[config.mk]
export PLATFORM = sky130hd
export DESIGN_NAME = clk_src_sel
export DESIGN_NICKNAME = d
export VERILOG_FILES = /design/src/rtl/clk_src_sel_pkg.sv /design/src/rtl/clk_src_stage.sv /design/src/rtl/clk_sys_div.sv /design/src/rtl/clk_src_sel.sv
export SDC_FILE = /design/constraint.sdc
export NUM_CORES = 1
export LEC_CHECK = 0
export BUFFER_PORTS_ARGS = -buffer_cell sky130_fd_sc_hd__buf_4
export CAP_MARGIN = 30
export CORE_MARGIN = 8
export CORE_UTILIZATION = 43
export CTS_BUF_LIST = sky130_fd_sc_hd__clkbuf_2 sky130_fd_sc_hd__clkbuf_4 sky130_fd_sc_hd__clkbuf_8
export DETAILED_ROUTE_END_ITERATION = 8
export HOLD_SLACK_MARGIN = 0.05
export PLACE_DENSITY = 0.65
export SYNTH_ARGS = -nofsm -noshare
export SYNTH_HDL_FRONTEND = slang
export SYNTH_SLANG_ARGS = --single-unit
[constraint.sdc]
create_clock -name clk -period 3.5 [get_ports clk]
set_input_delay 0.7 -clock clk [delete_from_list [all_inputs] [get_ports clk]]
set_output_delay 0.7 -clock clk [all_outputs]
set_load 0.02 [all_outputs]
[src/rtl/clk_src_sel_pkg.sv]
package clk_src_sel_pkg;

  typedef enum logic [1:0] {
    MSRC_IRC    = 2'd0,
    MSRC_PLLIN  = 2'd1,
    MSRC_WDO    = 2'd2,
    MSRC_PLLOUT = 2'd3
  } main_src_e;

  localparam int unsigned MAIN_SEL_W = 2;
  localparam int unsigned PLL_SEL_W  = 1;

  // choose the enable of the committed main source
  function automatic logic pick_main(input logic [1:0] sel, input logic irc,
                                     input logic pllin, input logic wdo,
                                     input logic pllout);
    case (main_src_e'(sel))
      MSRC_IRC:    pick_main = irc;
      MSRC_PLLIN:  pick_main = pllin;
      MSRC_WDO:    pick_main = wdo;
      default:     pick_main = pllout;
    endcase
  endfunction

  // PLL input: code 1 = system oscillator, everything else = RC
  function automatic logic pick_pll_in(input logic sel, input logic irc,
                                       input logic sysosc);
    pick_pll_in = sel ? sysosc : irc;
  endfunction

  // true when the tick being counted completes a divide period
  function automatic logic div_wrap(input logic [7:0] cnt, input logic [7:0] div);
    div_wrap = (div != 8'd0) && ({1'b0, cnt} + 9'd1 >= {1'b0, div});
  endfunction

endpackage

[src/rtl/clk_src_stage.sv]
module clk_src_stage #(
  parameter int unsigned W = 2
) (
  input  logic         clk,
  input  logic         rst_n,
  input  logic         sel_we,
  input  logic         upd_we,
  input  logic [W-1:0] sel_wdata,
  input  logic         upd_wbit,
  output logic [W-1:0] staged,
  output logic [W-1:0] active,
  output logic         upd_q,
  output logic         commit
);

  // a commit needs a 1 written while the update bit holds 0
  assign commit = upd_we && upd_wbit && !upd_q;

  always_ff @(posedge clk) begin
    if (!rst_n) begin
      staged <= '0;
      active <= '0;
      upd_q  <= 1'b1;
    end else begin
      if (sel_we) staged <= sel_wdata;
      if (commit) active <= staged;
      if (upd_we) upd_q  <= upd_wbit;
    end
  end

endmodule

[src/rtl/clk_sys_div.sv]
module clk_sys_div #(
  parameter int unsigned W = 8
) (
  input  logic         clk,
  input  logic         rst_n,
  input  logic         tick,
  input  logic         div_we,
  input  logic [W-1:0] div_wdata,
  output logic [W-1:0] div_q,
  output logic         ce
);
  import clk_src_sel_pkg::*;

  logic [W-1:0] cnt_q;
  logic         wrap;

  assign wrap = div_wrap(cnt_q, div_q);
  assign ce   = tick && wrap;

  always_ff @(posedge clk) begin
    if (!rst_n) begin
      div_q <= W'(1);
      cnt_q <= '0;
    end else if (div_we) begin
      div_q <= div_wdata;
      cnt_q <= '0;
    end else if (tick && div_q != '0) begin
      cnt_q <= wrap ? '0 : cnt_q + W'(1);
    end
  end

endmodule

[src/rtl/clk_src_sel.sv]
module clk_src_sel #(
  parameter int unsigned ADDR_W = 3,
  parameter int unsigned DATA_W = 8
) (
  input  logic              clk,
  input  logic              rst_n,
  input  logic              irc_ce,
  input  logic              sysosc_ce,
  input  logic              wdo_ce,
  input  logic              pllout_ce,
  input  logic              we,
  input  logic [ADDR_W-1:0] addr,
  input  logic [DATA_W-1:0] wdata,
  output logic [DATA_W-1:0] rdata,
  output logic              pll_in_ce,
  output logic              main_ce,
  output logic              sys_ce,
  output logic [1:0]        main_src,
  output logic              pll_src
);
  import clk_src_sel_pkg::*;

  localparam logic [ADDR_W-1:0] A_PLL_SEL  = ADDR_W'(0);
  localparam logic [ADDR_W-1:0] A_PLL_UPD  = ADDR_W'(1);
  localparam logic [ADDR_W-1:0] A_MAIN_SEL = ADDR_W'(2);
  localparam logic [ADDR_W-1:0] A_MAIN_UPD = ADDR_W'(3);
  localparam logic [ADDR_W-1:0] A_DIV      = ADDR_W'(4);

  logic [PLL_SEL_W-1:0]  pll_staged, pll_active;
  logic [MAIN_SEL_W-1:0] main_staged, main_active;
  logic                  pll_upd_q, main_upd_q;
  logic                  pll_commit_w, main_commit_w;
  logic [DATA_W-1:0]     div_q;

  clk_src_stage #(.W(PLL_SEL_W)) u_pll_stage (
    .clk      (clk),
    .rst_n    (rst_n),
    .sel_we   (we && addr == A_PLL_SEL),
    .upd_we   (we && addr == A_PLL_UPD),
    .sel_wdata(wdata[PLL_SEL_W-1:0]),
    .upd_wbit (wdata[0]),
    .staged   (pll_staged),
    .active   (pll_active),
    .upd_q    (pll_upd_q),
    .commit   (pll_commit_w)
  );

  clk_src_stage #(.W(MAIN_SEL_W)) u_main_stage (
    .clk      (clk),
    .rst_n    (rst_n),
    .sel_we   (we && addr == A_MAIN_SEL),
    .upd_we   (we && addr == A_MAIN_UPD),
    .sel_wdata(wdata[MAIN_SEL_W-1:0]),
    .upd_wbit (wdata[0]),
    .staged   (main_staged),
    .active   (main_active),
    .upd_q    (main_upd_q),
    .commit   (main_commit_w)
  );

  assign pll_in_ce = pick_pll_in(pll_active[0], irc_ce, sysosc_ce);
  assign main_ce   = pick_main(main_active, irc_ce, pll_in_ce, wdo_ce, pllout_ce);
  assign main_src  = main_active;
  assign pll_src   = pll_active[0];

  clk_sys_div #(.W(DATA_W)) u_div (
    .clk      (clk),
    .rst_n    (rst_n),
    .tick     (main_ce),
    .div_we   (we && addr == A_DIV),
    .div_wdata(wdata),
    .div_q    (div_q),
    .ce       (sys_ce)
  );

  always_comb begin
    rdata = '0;
    case (addr)
      A_PLL_SEL:  rdata = DATA_W'(pll_staged);
      A_PLL_UPD:  rdata = DATA_W'(pll_upd_q);
      A_MAIN_SEL: rdata = DATA_W'(main_staged);
      A_MAIN_UPD: rdata = DATA_W'(main_upd_q);
      A_DIV:      rdata = div_q;
      default:    rdata = '0;
    endcase
  end

endmodule

==> metrics <==
RePlAce Congestion=0.9000; Comb pwr share=15.5%; Post-CTS Setup Bufs=0; Distinct cells, synth=42; slew margin rel.=59.32%; worst-skew pair later-pin latency=0.33 ns; R2R setup slack=0.86 ns; Multi-input gate area=984.7 sq um; hold depth=2; WL per Instance=13.47 microns; vias per cell=5.452; post-route ant nets=0; post-route minimum period=3.338 ns; Worst R2R Start=u_div.cnt_q[1]; worst hold path class=flip-flop to flip-flop; layout cell share with drive strength beyond 1=23.94%; Final Hold Vio Count=0; top post-synthesis cells by area=dfxtp_1 (31%), nand2_1 (7.8%), ha_1 (7.4%); max cap viols=0; asr flop ratio synth=0%; clk_skew=0.005397 ns; Final Hold Slack=0.5011 ns; Hold Path End=u_div.div_q[2]; buffer depth of the longest clock path=2; CP Launch Point=u_div.cnt_q[1]; cell taking the most area after synthesis=dfxtp_1; Rows=21; Clock Power Share=35.8%; Crit Path Class=flip-flop to output port; vias in the first global route=1395; GRT Overall Usage=13.37%; Top Layer Used=met4; hold path start=u_div.div_q[2]; DR vias=1412; grt total ovfl=0; RSZ-0062 raised after global routing=false; Mapped Cells=184; crit share post-route=95.36%; Initial Util=45.18%; R2R cell count=10; crit path max fanout=6; Highest Clock Rate=299.6 MHz; Detailed Route Iter0 Violations=86; synthesized flop and latch total=24; clock-pin slew on the worst setup and hold paths=0.14 ns; DRC viols=0; port bufs=31; initial antenna violation count=0; Die ar.=5727 sq um; Sink Count=24; sequential area share after synthesis=31.37%; synthesized cell area=1531 sq um; largest net degree at the start of global routing=18; WL met2=1839 microns; clock root cell=clkbuf_4; WL final=3490 microns; CTS buffer count=3; EDFF count, synth=0; sequential group share of total power=48.8%; post-route setup TNS=0 ns; Syn. warnings=0; # IOs=32; peak supply drop=0.0002576 V; Critical Path AT=2.64 ns; switching pwr=143.5 uW; status=complete, no violations; Least-Margin Pin Slew=0.6020 ns; Internal=436.0 uW; Worst R2R End=u_div.cnt_q[2]; register area=485.5 sq um; nets=241; Routed met3 length=99 microns; Startpoint Class=flip-flop; 1st-pass router iterations=4; syn avg cell area=8.323 sq um; CP required=2.80 ns; leakage power=0.0007387 uW; Power per Cell Area=313.2 nW/um^2; fill cell count=307; DIE WIDTH=75.68 microns; Sw Share=24.76%; Layout area overhead=20.83%; Post-synth top flop=dfxtp_1; Core Footprint=3390 sq um; Final HPWL DP=2739 microns; Worst setup EP type=output port; # setup viols final=0; first-pass GRT wire length=6003 microns; Syn Nets=211; met1 WL=1471 microns; CTS tree=yes; Final Max Tran Viols=0; die height=75.68 microns; Clock H-tree levels=1; Yosys top cell area share=31.37%; n_diodes=0
flip-flops by register name, indices dropped and copies added, names as in the netlist:
signal,cells
u_main_stage.upd_q,1
u_pll_stage.active,1
u_pll_stage.upd_q,1
u_div.div_q,8
u_pll_stage.staged,1
u_main_stage.active,2
u_main_stage.staged,2
u_div.cnt_q,8
cells in the mapped netlist (2+ instances only):
library cell,n
a21boi_1,3
nor2_1,6
and3_1,2
ha_1,9
a31oi_1,5
o21ai_0,2
nand4_1,6
nor3b_2,2
inv_1,8
dfxtp_1,24
nor3_1,2
and2_1,8
xor2_1,3
or4_1,2
nor2b_1,8
nand4b_1,2
clkbuf_1,4
a21oi_1,6
mux2i_1,8
a21boi_0,5
xnor2_1,3
nand3_1,12
nand3b_1,4
nand2_1,32
placed cells by master, fill, tap and decap left out, drive strengths merged, types with 2 or more instances in the layout:
cell type  Yosys  routed
nand2         33      33
buf            3      32
dfxtp         24      24
nand3         12      12
ha             9       9
inv            8       8
and2           8       8
mux2i          8       8
nor2b          8       8
a21boi         8       8
nor2           6       6
a21oi          6       6
nand4          6       6
a31oi          5       5
nand3b         4       4
xnor2          3       3
xor2           3       3
clkbuf         4       3
and3           3       3
nor3           3       3
nor3b          2       2
o21ai          2       2
or4            2       2
nand4b         2       2
a21o           2       2
worst max path at each step:
stage	endpoint	depth (start not counted)	slack, ns
global route	sys_ce	9	0.008
global placement	sys_ce	9	0.52
detailed placement	sys_ce	9	0.44
floorplan	sys_ce	10	0.42
CTS	sys_ce	9	0.04
finish	sys_ce	9	0.16
through the flow:
step	utilization (%)	total power, uW	cell area (sq um)	std cells	setup WS (ns)
6_report	54.60	579.6	1851	259	0.1625
4_1_cts	54.37	586.5	1843	259	0.04373
2_1_floorplan	-	343.4	1531	184	0.4174
3_5_place_dp	52.82	377.8	1790	255	0.4417
5_1_grt	54.60	605.2	1851	259	0.008334
3_3_place_gp	52.82	375.9	1790	255	0.5211
per-layer routing:
| layer | up-vias | track usage, % |
|---|---|---|
| li1 | 709 | - |
| met1 | 669 | 14.99 |
| met2 | 26 | 23.59 |
| met3 | 8 | 3.026 |
| met4 | 0 | 5.757 |
| met5 | - | 0 |
final cells by class:
class,instances,share of cell area [%]
well taps,46,3.110
clock buffers,3,1.217
inverters,8,1.623
multi-input cells,145,53.21
flip-flops and latches,24,26.23
clock inverters,1,1.623
repair buffers,32,12.98
cells by family (layout without fill, tap and decap cells):
family                   after synthesis  count (layout)  synth area share (%)
multiplexers                          10              10                 7.435
buffers and inverters                 15              44                 4.493
flip-flops                            24              24                 31.37
AND/OR/NAND/NOR                       94              94                 33.99
adder cells (fa/ha/maj)                9               9                 7.353
AO/OA/AOI/OAI                         26              26                 11.93
XOR/XNOR                               6               6                 3.432
what timing repair did:
| action | 4_1_cts | 5_1_grt |
|---|---|---|
| hold buffers | 0 | 0 |
| setup endpoints to repair | 0 | 1 |
| hold endpoints to repair | 0 | 0 |
| resized for setup | 0 | 5 |
worst max-delay path, stage by stage (launching register included):
cell	delay, ns
dfxtp_1	0.40
ha_2	0.25
nand3_1	0.16
xnor2_1	0.22
ha_1	0.28
a21o_1	0.16
a221o_1	0.36
a41oi_2	0.21
a21oi_1	0.10
buf_4	0.17
power by group through the flow:
| stage | registers (uW) | logic (uW) | clock network [uW] |
|---|---|---|---|
| floorplan | 287 | 56.3 | 0 |
| global placement | 288 | 87.6 | 0 |
| detailed placement | 288 | 89.4 | 0 |
| CTS | 282 | 89.7 | 214 |
| global route | 284 | 99.3 | 222 |
| finish | 283 | 89.6 | 207 |
(Power assumes the default switching activity.)
